**src/rtl/vcs_pkg.sv**
```systemverilog
// Shared types for the vector compare and scan engine.
// Assumes nothing beyond the sequencing states it names.
package vcs_pkg;
    typedef enum logic [1:0] {
        ST_IDLE,
        ST_FETCH,
        ST_EVAL,
        ST_DONE
    } vcs_state_e;

    localparam int FLAG_GT = 2;
    localparam int FLAG_LT = 1;
    localparam int FLAG_EQ = 0;
endpackage

```
**src/rtl/vcs_addr_gen.sv**
```systemverilog
// Forms the RAM address of one operand word from a base address and a word
// index. Assumes the RAM address space wraps at its natural width.
module vcs_addr_gen #(
    parameter int ADDR_W = 11,
    parameter int LEN_W  = 9
) (
    input  logic [ADDR_W-1:0] base,
    input  logic [LEN_W-1:0]  idx,
    output logic [ADDR_W-1:0] addr
);
    // Modular base-plus-index sum.
    always_comb begin
        addr = base + ADDR_W'(idx);
    end
endmodule

```
**src/rtl/vcs_word_eval.sv**
```systemverilog
// Compares one word pair as unsigned values. Also reports whether the first
// word is nonzero and where its highest set bit is. Purely combinational.
module vcs_word_eval #(
    parameter int DATA_W = 32,
    parameter int IDX_W  = 5
) (
    input  logic [DATA_W-1:0] a_word,
    input  logic [DATA_W-1:0] b_word,
    output logic              a_gt,
    output logic              a_lt,
    output logic              a_nz,
    output logic [IDX_W-1:0]  a_msb
);
    // Magnitude relation of the pair.
    always_comb begin
        a_gt = a_word > b_word;
        a_lt = a_word < b_word;
        a_nz = |a_word;
    end

    // Priority search: the last set bit seen while counting upward wins.
    always_comb begin
        a_msb = '0;
        for (int k = 0; k < DATA_W; k++) begin
            if (a_word[k]) a_msb = IDX_W'(k);
        end
    end
endmodule

```
**src/rtl/vec_cmp_scan.sv**
```systemverilog
// Top of the vector compare and scan engine.
// It walks multi-word operands from the top word downward through one
// synchronous read port with a read latency of one cycle.
// Assumptions:
//   - the request inputs matter only in the cycle where start is sampled
//     while idle;
//   - the RAM holds mem_rdata when no read is issued, but the engine never
//     relies on that.
module vec_cmp_scan #(
    parameter int ADDR_W = 11,
    parameter int LEN_W  = 9,
    parameter int DATA_W = 32
) (
    input  logic              clk,
    input  logic              rst_n,
    input  logic              start,
    input  logic              mode_scan,
    input  logic              want_top_bit,
    input  logic [ADDR_W-1:0] ptr_a,
    input  logic [ADDR_W-1:0] ptr_b,
    input  logic [LEN_W-1:0]  len_a,
    input  logic [LEN_W-1:0]  len_b,
    output logic              mem_rd_en,
    output logic [ADDR_W-1:0] mem_addr,
    input  logic [DATA_W-1:0] mem_rdata,
    output logic [2:0]        cmp_flags,
    output logic [ADDR_W-1:0] msw_addr,
    output logic              msw_zero,
    output logic [$clog2(DATA_W)-1:0] top_bit,
    output logic              cfg_err,
    output logic              done
);
    import vcs_pkg::*;

    localparam int IDX_W = $clog2(DATA_W);

    vcs_state_e        state;
    logic              phase_b;
    logic [LEN_W-1:0]  cur_idx;
    logic [ADDR_W-1:0] pa_q, pb_q;
    logic [LEN_W-1:0]  la_q, lb_q;
    logic              scan_q, want_q;
    logic [DATA_W-1:0] a_word_q;

    logic              a_ok, b_ok, req_bad;
    logic [LEN_W-1:0]  req_len;
    logic [ADDR_W-1:0] cur_base;
    logic [DATA_W-1:0] eval_a, eval_b;
    logic              w_gt, w_lt, w_nz;
    logic [IDX_W-1:0]  w_msb;

    // Decode of the request and of the current word index against the lengths.
    always_comb begin
        a_ok     = cur_idx < la_q;
        b_ok     = cur_idx < lb_q;
        req_bad  = ptr_a[0] | (~mode_scan & (ptr_b[0] | want_top_bit));
        req_len  = mode_scan ? len_a : ((len_a > len_b) ? len_a : len_b);
        cur_base = (state == ST_FETCH && phase_b) ? pb_q : pa_q;
    end

    vcs_addr_gen #(.ADDR_W(ADDR_W), .LEN_W(LEN_W)) u_addr (
        .base (cur_base),
        .idx  (cur_idx),
        .addr (mem_addr)
    );

    // Read strobe: only during fetch, and only for words inside the operand.
    always_comb begin
        mem_rd_en = (state == ST_FETCH) && (phase_b ? b_ok : a_ok);
    end

    // Operand selection for the evaluation cycle; absent words count as zero.
    always_comb begin
        eval_a = scan_q ? mem_rdata : a_word_q;
        eval_b = b_ok ? mem_rdata : '0;
    end

    vcs_word_eval #(.DATA_W(DATA_W), .IDX_W(IDX_W)) u_eval (
        .a_word (eval_a),
        .b_word (eval_b),
        .a_gt   (w_gt),
        .a_lt   (w_lt),
        .a_nz   (w_nz),
        .a_msb  (w_msb)
    );

    // Sequencer and result registers.
    always_ff @(posedge clk) begin
        if (!rst_n) begin
            state     <= ST_IDLE;
            phase_b   <= 1'b0;
            cur_idx   <= '0;
            pa_q      <= '0;
            pb_q      <= '0;
            la_q      <= '0;
            lb_q      <= '0;
            scan_q    <= 1'b0;
            want_q    <= 1'b0;
            a_word_q  <= '0;
            cmp_flags <= '0;
            msw_addr  <= '0;
            msw_zero  <= 1'b0;
            top_bit   <= '0;
            cfg_err   <= 1'b0;
        end else begin
            unique case (state)
                ST_IDLE: begin
                    if (start) begin
                        if (req_bad) begin
                            cfg_err <= 1'b1;
                            state   <= ST_DONE;
                        end else begin
                            cfg_err <= 1'b0;
                            pa_q    <= ptr_a;
                            pb_q    <= ptr_b;
                            la_q    <= len_a;
                            lb_q    <= len_b;
                            scan_q  <= mode_scan;
                            want_q  <= want_top_bit;
                            phase_b <= 1'b0;
                            if (req_len == '0) begin
                                state <= ST_DONE;
                                if (mode_scan) begin
                                    msw_zero <= 1'b1;
                                    msw_addr <= ptr_a;
                                end else begin
                                    cmp_flags <= 3'b001;
                                end
                            end else begin
                                cur_idx <= req_len - LEN_W'(1);
                                state   <= ST_FETCH;
                            end
                        end
                    end
                end
                ST_FETCH: begin
                    if (!scan_q && !phase_b) begin
                        phase_b <= 1'b1;
                    end else begin
                        phase_b <= 1'b0;
                        state   <= ST_EVAL;
                        if (!scan_q) a_word_q <= a_ok ? mem_rdata : '0;
                    end
                end
                ST_EVAL: begin
                    if (scan_q) begin
                        if (w_nz) begin
                            msw_addr <= mem_addr;
                            msw_zero <= 1'b0;
                            if (want_q) top_bit <= w_msb;
                            state <= ST_DONE;
                        end else if (cur_idx == '0) begin
                            msw_addr <= pa_q;
                            msw_zero <= 1'b1;
                            state    <= ST_DONE;
                        end else begin
                            cur_idx <= cur_idx - LEN_W'(1);
                            state   <= ST_FETCH;
                        end
                    end else begin
                        if (w_gt) begin
                            cmp_flags <= 3'b100;
                            state     <= ST_DONE;
                        end else if (w_lt) begin
                            cmp_flags <= 3'b010;
                            state     <= ST_DONE;
                        end else if (cur_idx == '0) begin
                            cmp_flags <= 3'b001;
                            state     <= ST_DONE;
                        end else begin
                            cur_idx <= cur_idx - LEN_W'(1);
                            state   <= ST_FETCH;
                        end
                    end
                end
                ST_DONE: state <= ST_IDLE;
                default: state <= ST_IDLE;
            endcase
        end
    end

    // Completion strobe.
    always_comb begin
        done = (state == ST_DONE);
    end

    assert_flags_exclusive_R4: assert property (@(posedge clk) disable iff (!rst_n)
        $onehot0(cmp_flags));

    assert_done_single_R10: assert property (@(posedge clk) disable iff (!rst_n)
        done |=> !done);

    assert_reject_keeps_results_R2: assert property (@(posedge clk) disable iff (!rst_n)
        $rose(cfg_err) |-> ($stable(cmp_flags) && $stable(msw_addr)
                            && $stable(msw_zero) && $stable(top_bit)));

    assert_busy_holds_request_R11: assert property (@(posedge clk) disable iff (!rst_n)
        (state == ST_FETCH || state == ST_EVAL) |=>
            ($stable(pa_q) && $stable(pb_q) && $stable(la_q) && $stable(lb_q) && $stable(scan_q)));

    assert_read_only_in_fetch_R1: assert property (@(posedge clk) disable iff (!rst_n)
        mem_rd_en |-> (state == ST_FETCH));
endmodule

```
**config.mk**
```make
export PLATFORM = sky130hd
export DESIGN_NAME = vec_cmp_scan
export DESIGN_NICKNAME = d
export VERILOG_FILES = /design/src/rtl/vcs_pkg.sv /design/src/rtl/vcs_addr_gen.sv /design/src/rtl/vcs_word_eval.sv /design/src/rtl/vec_cmp_scan.sv
export SDC_FILE = /design/constraint.sdc
export NUM_CORES = 1
export LEC_CHECK = 0
export ABC_AREA = 0
export ABC_CLOCK_PERIOD_IN_PS = 4200
export BUFFER_PORTS_ARGS = -buffer_cell sky130_fd_sc_hd__buf_2
export CAP_MARGIN = 20
export CORE_ASPECT_RATIO = 1.4
export CORE_MARGIN = 8
export CORE_UTILIZATION = 53
export DETAILED_ROUTE_END_ITERATION = 10
export PLACE_DENSITY_LB_ADDON = 0.15
export SLEW_MARGIN = 20
export SYNTH_ARGS = -nofsm -noshare
export SYNTH_HDL_FRONTEND = slang
export SYNTH_SLANG_ARGS = --single-unit
```
**constraint.sdc**
```tcl
create_clock -name clk -period 4.2 [get_ports clk]
set_clock_uncertainty 0.15 [all_clocks]
set_input_delay 0.63 -clock clk [delete_from_list [all_inputs] [get_ports clk]]
set_output_delay 0.63 -clock clk [all_outputs]
set_load 0.01 [all_outputs]
```
Word-level counts from Yosys, hierarchy flattened
Index checks and enable logic that the tools add are counted.
W data, S select, Z words.

operators by class
  bitwise operators = 7
  reductions and logical operators = 20
  $lt $le $gt $ge = 5
  equal/unequal tests = 17
  mux-type cells = 87
  add/subtract/negate cells = 3

operator list
  kind                   number
  $mux W32               3
  $mux W9                10
  $mux W11               8
  $mux W5                16
  $mux W3                12
  $gt A32 B32 Y1         1
  $lt A32 B32 Y1         1
  $mux W4                8
  $reduce_or A32 Y1      1
  $mux W2                11
  $pmux W11 S2           1
  $reduce_and A7 Y1      3
  $logic_not A9 Y1       2
  $lt A9 B9 Y1           2
  $ne A2 B2 Y1 const B   9
  $pmux W9 S2            1
  $sub A9 B1 Y9 const B  2
  $mux W1                13
  $add A11 B9 Y11        1
  $gt A9 B9 Y1           1
  $ne A3 B3 Y1 const B   3
  $reduce_and A3 Y1      3
  $pmux W2 S4            1
  $pmux W3 S2            1
  14 further kinds       25

storage, ports and cells
  word-level logic and storage cells = 154
  input bits = 77
  flip-flop bits (word level) = 107
  output and inout bits = 34

Longest topological paths before layout
  depth after elaboration = 32
  mapped depth = 21

Modules after synthesis
Synthesis repeated with hierarchy kept, for this count alone.

unflattened totals
  cells, all modules = 936
  area total of the unflattened synthesis = 7657.3 um^2

by module, submodules not included
  module         cells each  times used  area each (um^2)
  vec_cmp_scan   706         1           6043.3
  vcs_word_eval  173         1           1197.4
  vcs_addr_gen   57          1           416.6

Worst setup path before layout
OpenSTA, ideal clock, no wires.

  kind = input to register
  start point = input len_b[8]
  end point = register cur_idx[8]
  cell stages on the path = 16
  path slack = -0.163 ns
  arrival = 4.093 ns
  path through = inv_1 ha_1 nand2_2 or3_4 a21o_1 nor2_2 mux2_2 a21oi_1 ha_1 nand2_1 or4_1 nand3_1 or4b_4 nor3_2 nor4_1 o31a_1

on the way
  cells in the longest elaborated chain, start to end = 8
  elaborated cells between the ends (all ways) = 11
  classes of those cells = 1 x add/sub; 1 x order compare; 1 x eq/ne; 6 x mux; 2 x reduce/logical

ends and longest elaborated chain
  item                    line                 source
  start, declared         vec_cmp_scan.sv:22   input logic [LEN_W-1:0] len_b,
  $gt A9 B9 Y1            vec_cmp_scan.sv:57   req_len = mode_scan ? len_a : ((len_a > len_b) ? len_a : len_b);
  $mux W9 * (2 in a row)  vec_cmp_scan.sv:57
  $sub A9 B1 Y9           vec_cmp_scan.sv:130  cur_idx <= req_len - LEN_W'(1);
  $mux W9                 vec_cmp_scan.sv:121  if (req_len == '0) begin
  $mux W9                 vec_cmp_scan.sv:109  if (req_bad) begin
  $mux W9                 vec_cmp_scan.sv:108  if (start) begin
  $pmux W9 S2             vec_cmp_scan.sv:106  unique case (state)
  end signal, assigned    vec_cmp_scan.sv:130
  end signal, assigned    vec_cmp_scan.sv:157  cur_idx <= cur_idx - LEN_W'(1);
  end signal, assigned    vec_cmp_scan.sv:171  cur_idx <= cur_idx - LEN_W'(1);
  end, declared           vec_cmp_scan.sv:39   logic [LEN_W-1:0] cur_idx;

Every way passes the cells marked *; elsewhere a longest branch is shown, timed or not. The select of a mux whose other input is x is not followed.
A chain may end at the register's enable or synchronous reset.

Worst setup path after layout
  start point = register lb_q[1]
  end point = register cur_idx[8]

on the way
  cells in the longest elaborated chain, start to end = 5
  elaborated cells between the ends (all ways) = 7
  classes of those cells = 3 x order compare; 2 x eq/ne; 1 x mux; 1 x reduce/logical

ends and longest elaborated chain
  item                                                     line                                      source
  start, declared                                          vec_cmp_scan.sv:41                        logic [LEN_W-1:0] la_q, lb_q;
  start signal, assigned                                   vec_cmp_scan.sv:117                       lb_q <= len_b;
  $lt A9 B9 Y1 *                                           vec_cmp_scan.sv:55                        b_ok = cur_idx < lb_q;
  $mux W32 *                                               vec_cmp_scan.sv:75                        eval_b = b_ok ? mem_rdata : '0;
  $gt A32 B32 Y1 / $lt A32 B32 Y1 (equally long branches)  vcs_word_eval.sv:16, vcs_word_eval.sv:17
  $ne A3 B3 Y1 (no source line)                            n/a
  $reduce_and A7 Y1 (no source line) *                     n/a

Every way passes the cells marked *; elsewhere a longest branch is shown, timed or not.

==> run_results.csv <==
group,metric,value,unit
global_route,use_met2,45.5,%
hold_path,whs_endpoint,"lb_q[4]$_SDFFE_PN0P_",
power_and_ir_drop,p_clk_share,18.5,%
place,io_buffers,110,
logic_synthesis,synth_compound_area_share,22.9,%
worst_setup_path,setup.worst_path.class,"reg2reg",
floorplan,die-width,115,µm
routing,drtIter0Drc,479,
timing,slew_violations,0,
routing,via_count,7564,
worst_setup_path,worstSetupStartpointType,"flop",
power_and_ir_drop,total_power,4.54,mW
timing,fin_ws,0.0258,ns
routing,wl_per_cell,18.3,µm
global_route,grt_pass1_vias,7351,
logic_synthesis,yosysTopAreaCell,"dfxtp_1",
worst_setup_path,critPathMaxStageDelay,0.33,ns
timing,max_slew_margin,40.0,%
timing,max_freq,0.240,GHz
logic_synthesis,yosys.cell_types.count,68,
clocking,clk_transition_reported_paths,0.07,ns
routing,remaining_drc_errors,0,
logic_synthesis,synth_top_family_by_area,"compound AO/OA/AOI/OAI gates",
worst_setup_path,r2r_slack,0.03,ns
layout,layout.cells.non_filler,1287,
place,dp_cells,1253,
worst_setup_path,cp.arrival,4.32,ns
logic_synthesis,async_flop_share,0,%
floorplan,die_area,17900,µm²
timing,finalCriticalPeriod,4.17,ns
logic_synthesis,synth_seq_cells,107,
logic_synthesis,synthMuxAreaShare,8.51,%
worst_setup_path,timing.rr.end,"cur_idx[8]$_SDFFE_PN0P_",
clocking,cts_hold_buf,0,
place,hpwl,17.3,mm
clocking,clockBufferDepth,2,
power_and_ir_drop,swShare,40.4,%
power_and_ir_drop,powerDensity,478,nW/µm²
logic_synthesis,ys_warn_count,0,
routing,ant_nets,0,
logic_synthesis,ys_seq_area_share,29.3,%
floorplan,start_util,53.3,%
status,status,"finished clean",
logic_synthesis,yosys.area_share.simple,20.9,%
logic_synthesis,synth-edff-count,0,
logic_synthesis,synth_nets,1062,
worst_setup_path,r2r_cells,24,
power_and_ir_drop,total_leakage_power,4.23,nW
layout,drive_above_1_share,31.5,%
hold_path,hp-class,"reg2reg",
logic_synthesis,avgSynthCellArea,7.97,µm²
logic_synthesis,syn_area,7310,µm²
worst_setup_path,worstPathMaxFanout,7,
floorplan,die_h,155,µm
global_route,grt_antenna_before_repair,1,
layout,fillers,1166,
worst_setup_path,crit_chain,"inv_2 -> ha_4 -> a21o_1 -> a21o_1 -> a21o_1 -> a21oi_2 -> nor2b_1 -> o21ai_1 -> a211o_1 -> buf_12 -> buf_4 -> buf_4 -> nand2_2 -> ha_4 -> o211ai_1 -> a211oi_1 -> o22ai_1 -> o21ai_1 -> o211ai_1 -> buf_4 -> a31oi_4 -> mux2i_1 -> nor3b_1 -> o31a_1",
timing,setup_viol,0,
place,dp_slack,-0.174,ns
clocking,cts_sinks,107,
routing,wl,23.6,mm
global_route,grt_pass1_wl,36.1,mm
layout,mostFrequentLayoutCells,"nand2_1, buf_2, dfxtp_1",
power_and_ir_drop,combPwrFrac,56.7,%
routing,firstDrtPassIters,5,
timing,hold_viol_final,0,
floorplan,rows,51,
global_route,met1_usage,27.6,%
clocking,cts_buffers,9,
hold_path,hold_depth,2,
layout,layout.nets,1240,
run,maxCapViolations,0,
power_and_ir_drop,switchingPower,1.83,mW
layout,fin_util,69.3,%
power_and_ir_drop,ir_worst_vdd,352,µV
worst_setup_path,cp_num_buf_inv,5,
place,gp_congestion,0.903,
logic_synthesis,synthXorXnorAreaFrac,1.92,%
hold_path,hp-start,"lb_q[4]$_SDFFE_PN0P_",
power_and_ir_drop,pwr-share-seq,24.8,%
worst_setup_path,cp-end-kind,"flop",
worst_setup_path,critPathTopFamily,"compound AO/OA/AOI/OAI gates",
clocking,htree_levels,3,
worst_setup_path,crit_required,4.34,ns
worst_setup_path,r2r-start,"lb_q[1]$_SDFFE_PN0P_",
floorplan,top_level_ports,111,
global_route,gr-max-usage-layer,"met2",
global_route,grt_start_max_net_pins,64,
logic_synthesis,synthTopCellsByArea,"dfxtp_1, ha_1, nand2_1",
clocking,cts_root_buffer,"clkbuf_16",
layout,final_common_cell,"nand2_1",
worst_setup_path,cp_slowest_cell,"dfxtp_2",
timing,min_period_over_period,99.4,%
logic_synthesis,synth_top_area_share,29.3,%
logic_synthesis,synthFlopType,"dfxtp_1",
logic_synthesis,synthAdderAreaFrac,11.7,%
global_route,overflow,0,
routing,viasPerCell,5.88,
power_and_ir_drop,internal_power,2.71,mW
clocking,insertion_delay,0.35,ns
layout,area_growth,30.1,%
clocking,cts_tree,"done",
global_route,grt_util_met3,3.96,%
logic_synthesis,syn_inst,917,
global_route,gr-usage-all-layers,25.4,%
timing,tightest_slew,0.897,ns
floorplan,coreArea,13700,µm²
timing,rsz0062_at_grt,"yes",
[area by class of cell]
type	count	area (µm²)	area share [%]
diodes	2	5.00	0.0526
multi-input cells	721	5270	55.4
well taps	185	231	2.43
clock buffers	10	239	2.51
inverters	44	165	1.74
clock inverters	6	48.8	0.513
repair buffers	212	1410	14.8
flip-flops and latches	107	2150	22.6
[power groups by stage]
| stage | clock network (mW) | logic (mW) | registers (mW) |
|---|---|---|---|
| floorplan | 0 | 1.17 | 1.15 |
| global placement | 0 | 1.88 | 1.15 |
| detailed placement | 0 | 1.90 | 1.15 |
| CTS | 0.854 | 2.09 | 1.12 |
| global route | 0.893 | 2.77 | 1.13 |
| finish | 0.838 | 2.58 | 1.13 |
[worst register-to-register path, stage by stage, from the launching register on]
cell and delay (ns):
dfxtp_2 0.33, inv_2 0.04, ha_4 0.20, a21o_1 0.17, a21o_1 0.15, a21o_1 0.17
a21oi_2 0.15, nor2b_1 0.06, o21ai_1 0.13, a211o_1 0.23, buf_12 0.16, buf_4 0.12
buf_4 0.11, nand2_2 0.06, ha_4 0.28, o211ai_1 0.12, a211oi_1 0.27, o22ai_1 0.10
o21ai_1 0.14, o211ai_1 0.11, buf_4 0.16, a31oi_4 0.25, mux2i_1 0.12, nor3b_1 0.20
o31a_1 0.13
[routing by layer]
layer	wire, µm	vias up
li1	-	3685
met4	946	0
met5	0	-
met2	12400	262
met3	1270	62
met1	8950	3555
[state kept, by name (all words and copies together), names as in the netlist]
| signal | cells |
|---|---|
| a_word_q | 32 |
| cfg_err | 1 |
| cmp_flags | 3 |
| cur_idx | 9 |
| la_q | 9 |
| lb_q | 9 |
| msw_addr | 11 |
| msw_zero | 1 |
| pa_q | 11 |
| pb_q | 11 |
| phase_b | 1 |
| scan_q | 1 |
| state | 2 |
| top_bit | 5 |
| want_q | 1 |
[timing repair]
item                       CTS  global route
setup endpoints to repair   13            13
gates resized for setup     13            76
setup buffers                6             8
pin swaps                    8            50
gates cloned                 1             1
[Yosys cell counts (all sizes together) (18+ instances only)]
cell,number
dfxtp,107
a21oi,96
mux2,33
ha,67
nand2,144
o21ai,26
a22o,32
a211oi,18
inv,44
nor3,32
a21o,21
nor2,64
mux2i,25
clkbuf,36
[cell families after synthesis]
family / Yosys count
AND/OR/NAND/NOR: 325
AO/OA/AOI/OAI: 254
flip-flops: 107
buffers and inverters: 89
adder cells (fa/ha/maj): 68
multiplexers: 58
XOR/XNOR: 16
[metrics by stage]
step | TNS [ns] | area, µm² | hold slack, ns
2_1_floorplan | -0.0159 | 7350 | 0.283
3_3_place_gp | -0.463 | 8630 | 0.291
3_5_place_dp | -0.983 | 8630 | 0.294
4_1_cts | -0.0205 | 9050 | 0.307
5_1_grt | -1.19 | 9510 | 0.317
6_report | 0 | 9510 | 0.305
[worst max-delay path by stage]
stage               cells past startpoint                 endpoint                 start  slack [ns]
global placement                       17  cur_idx[8]$_SDFFE_PN0P_              len_b[5]       -0.19
floorplan                              16  cur_idx[8]$_SDFFE_PN0P_              len_b[6]       -0.02
CTS                                    22  cur_idx[8]$_SDFFE_PN0P_  lb_q[1]$_SDFFE_PN0P_       -0.01
finish                                 24  cur_idx[8]$_SDFFE_PN0P_  lb_q[1]$_SDFFE_PN0P_        0.03
detailed placement                     17  cur_idx[8]$_SDFFE_PN0P_              len_b[5]       -0.17
global route                           24  cur_idx[8]$_SDFFE_PN0P_  lb_q[1]$_SDFFE_PN0P_       -0.17
Power figures use the tool's default switching activity.
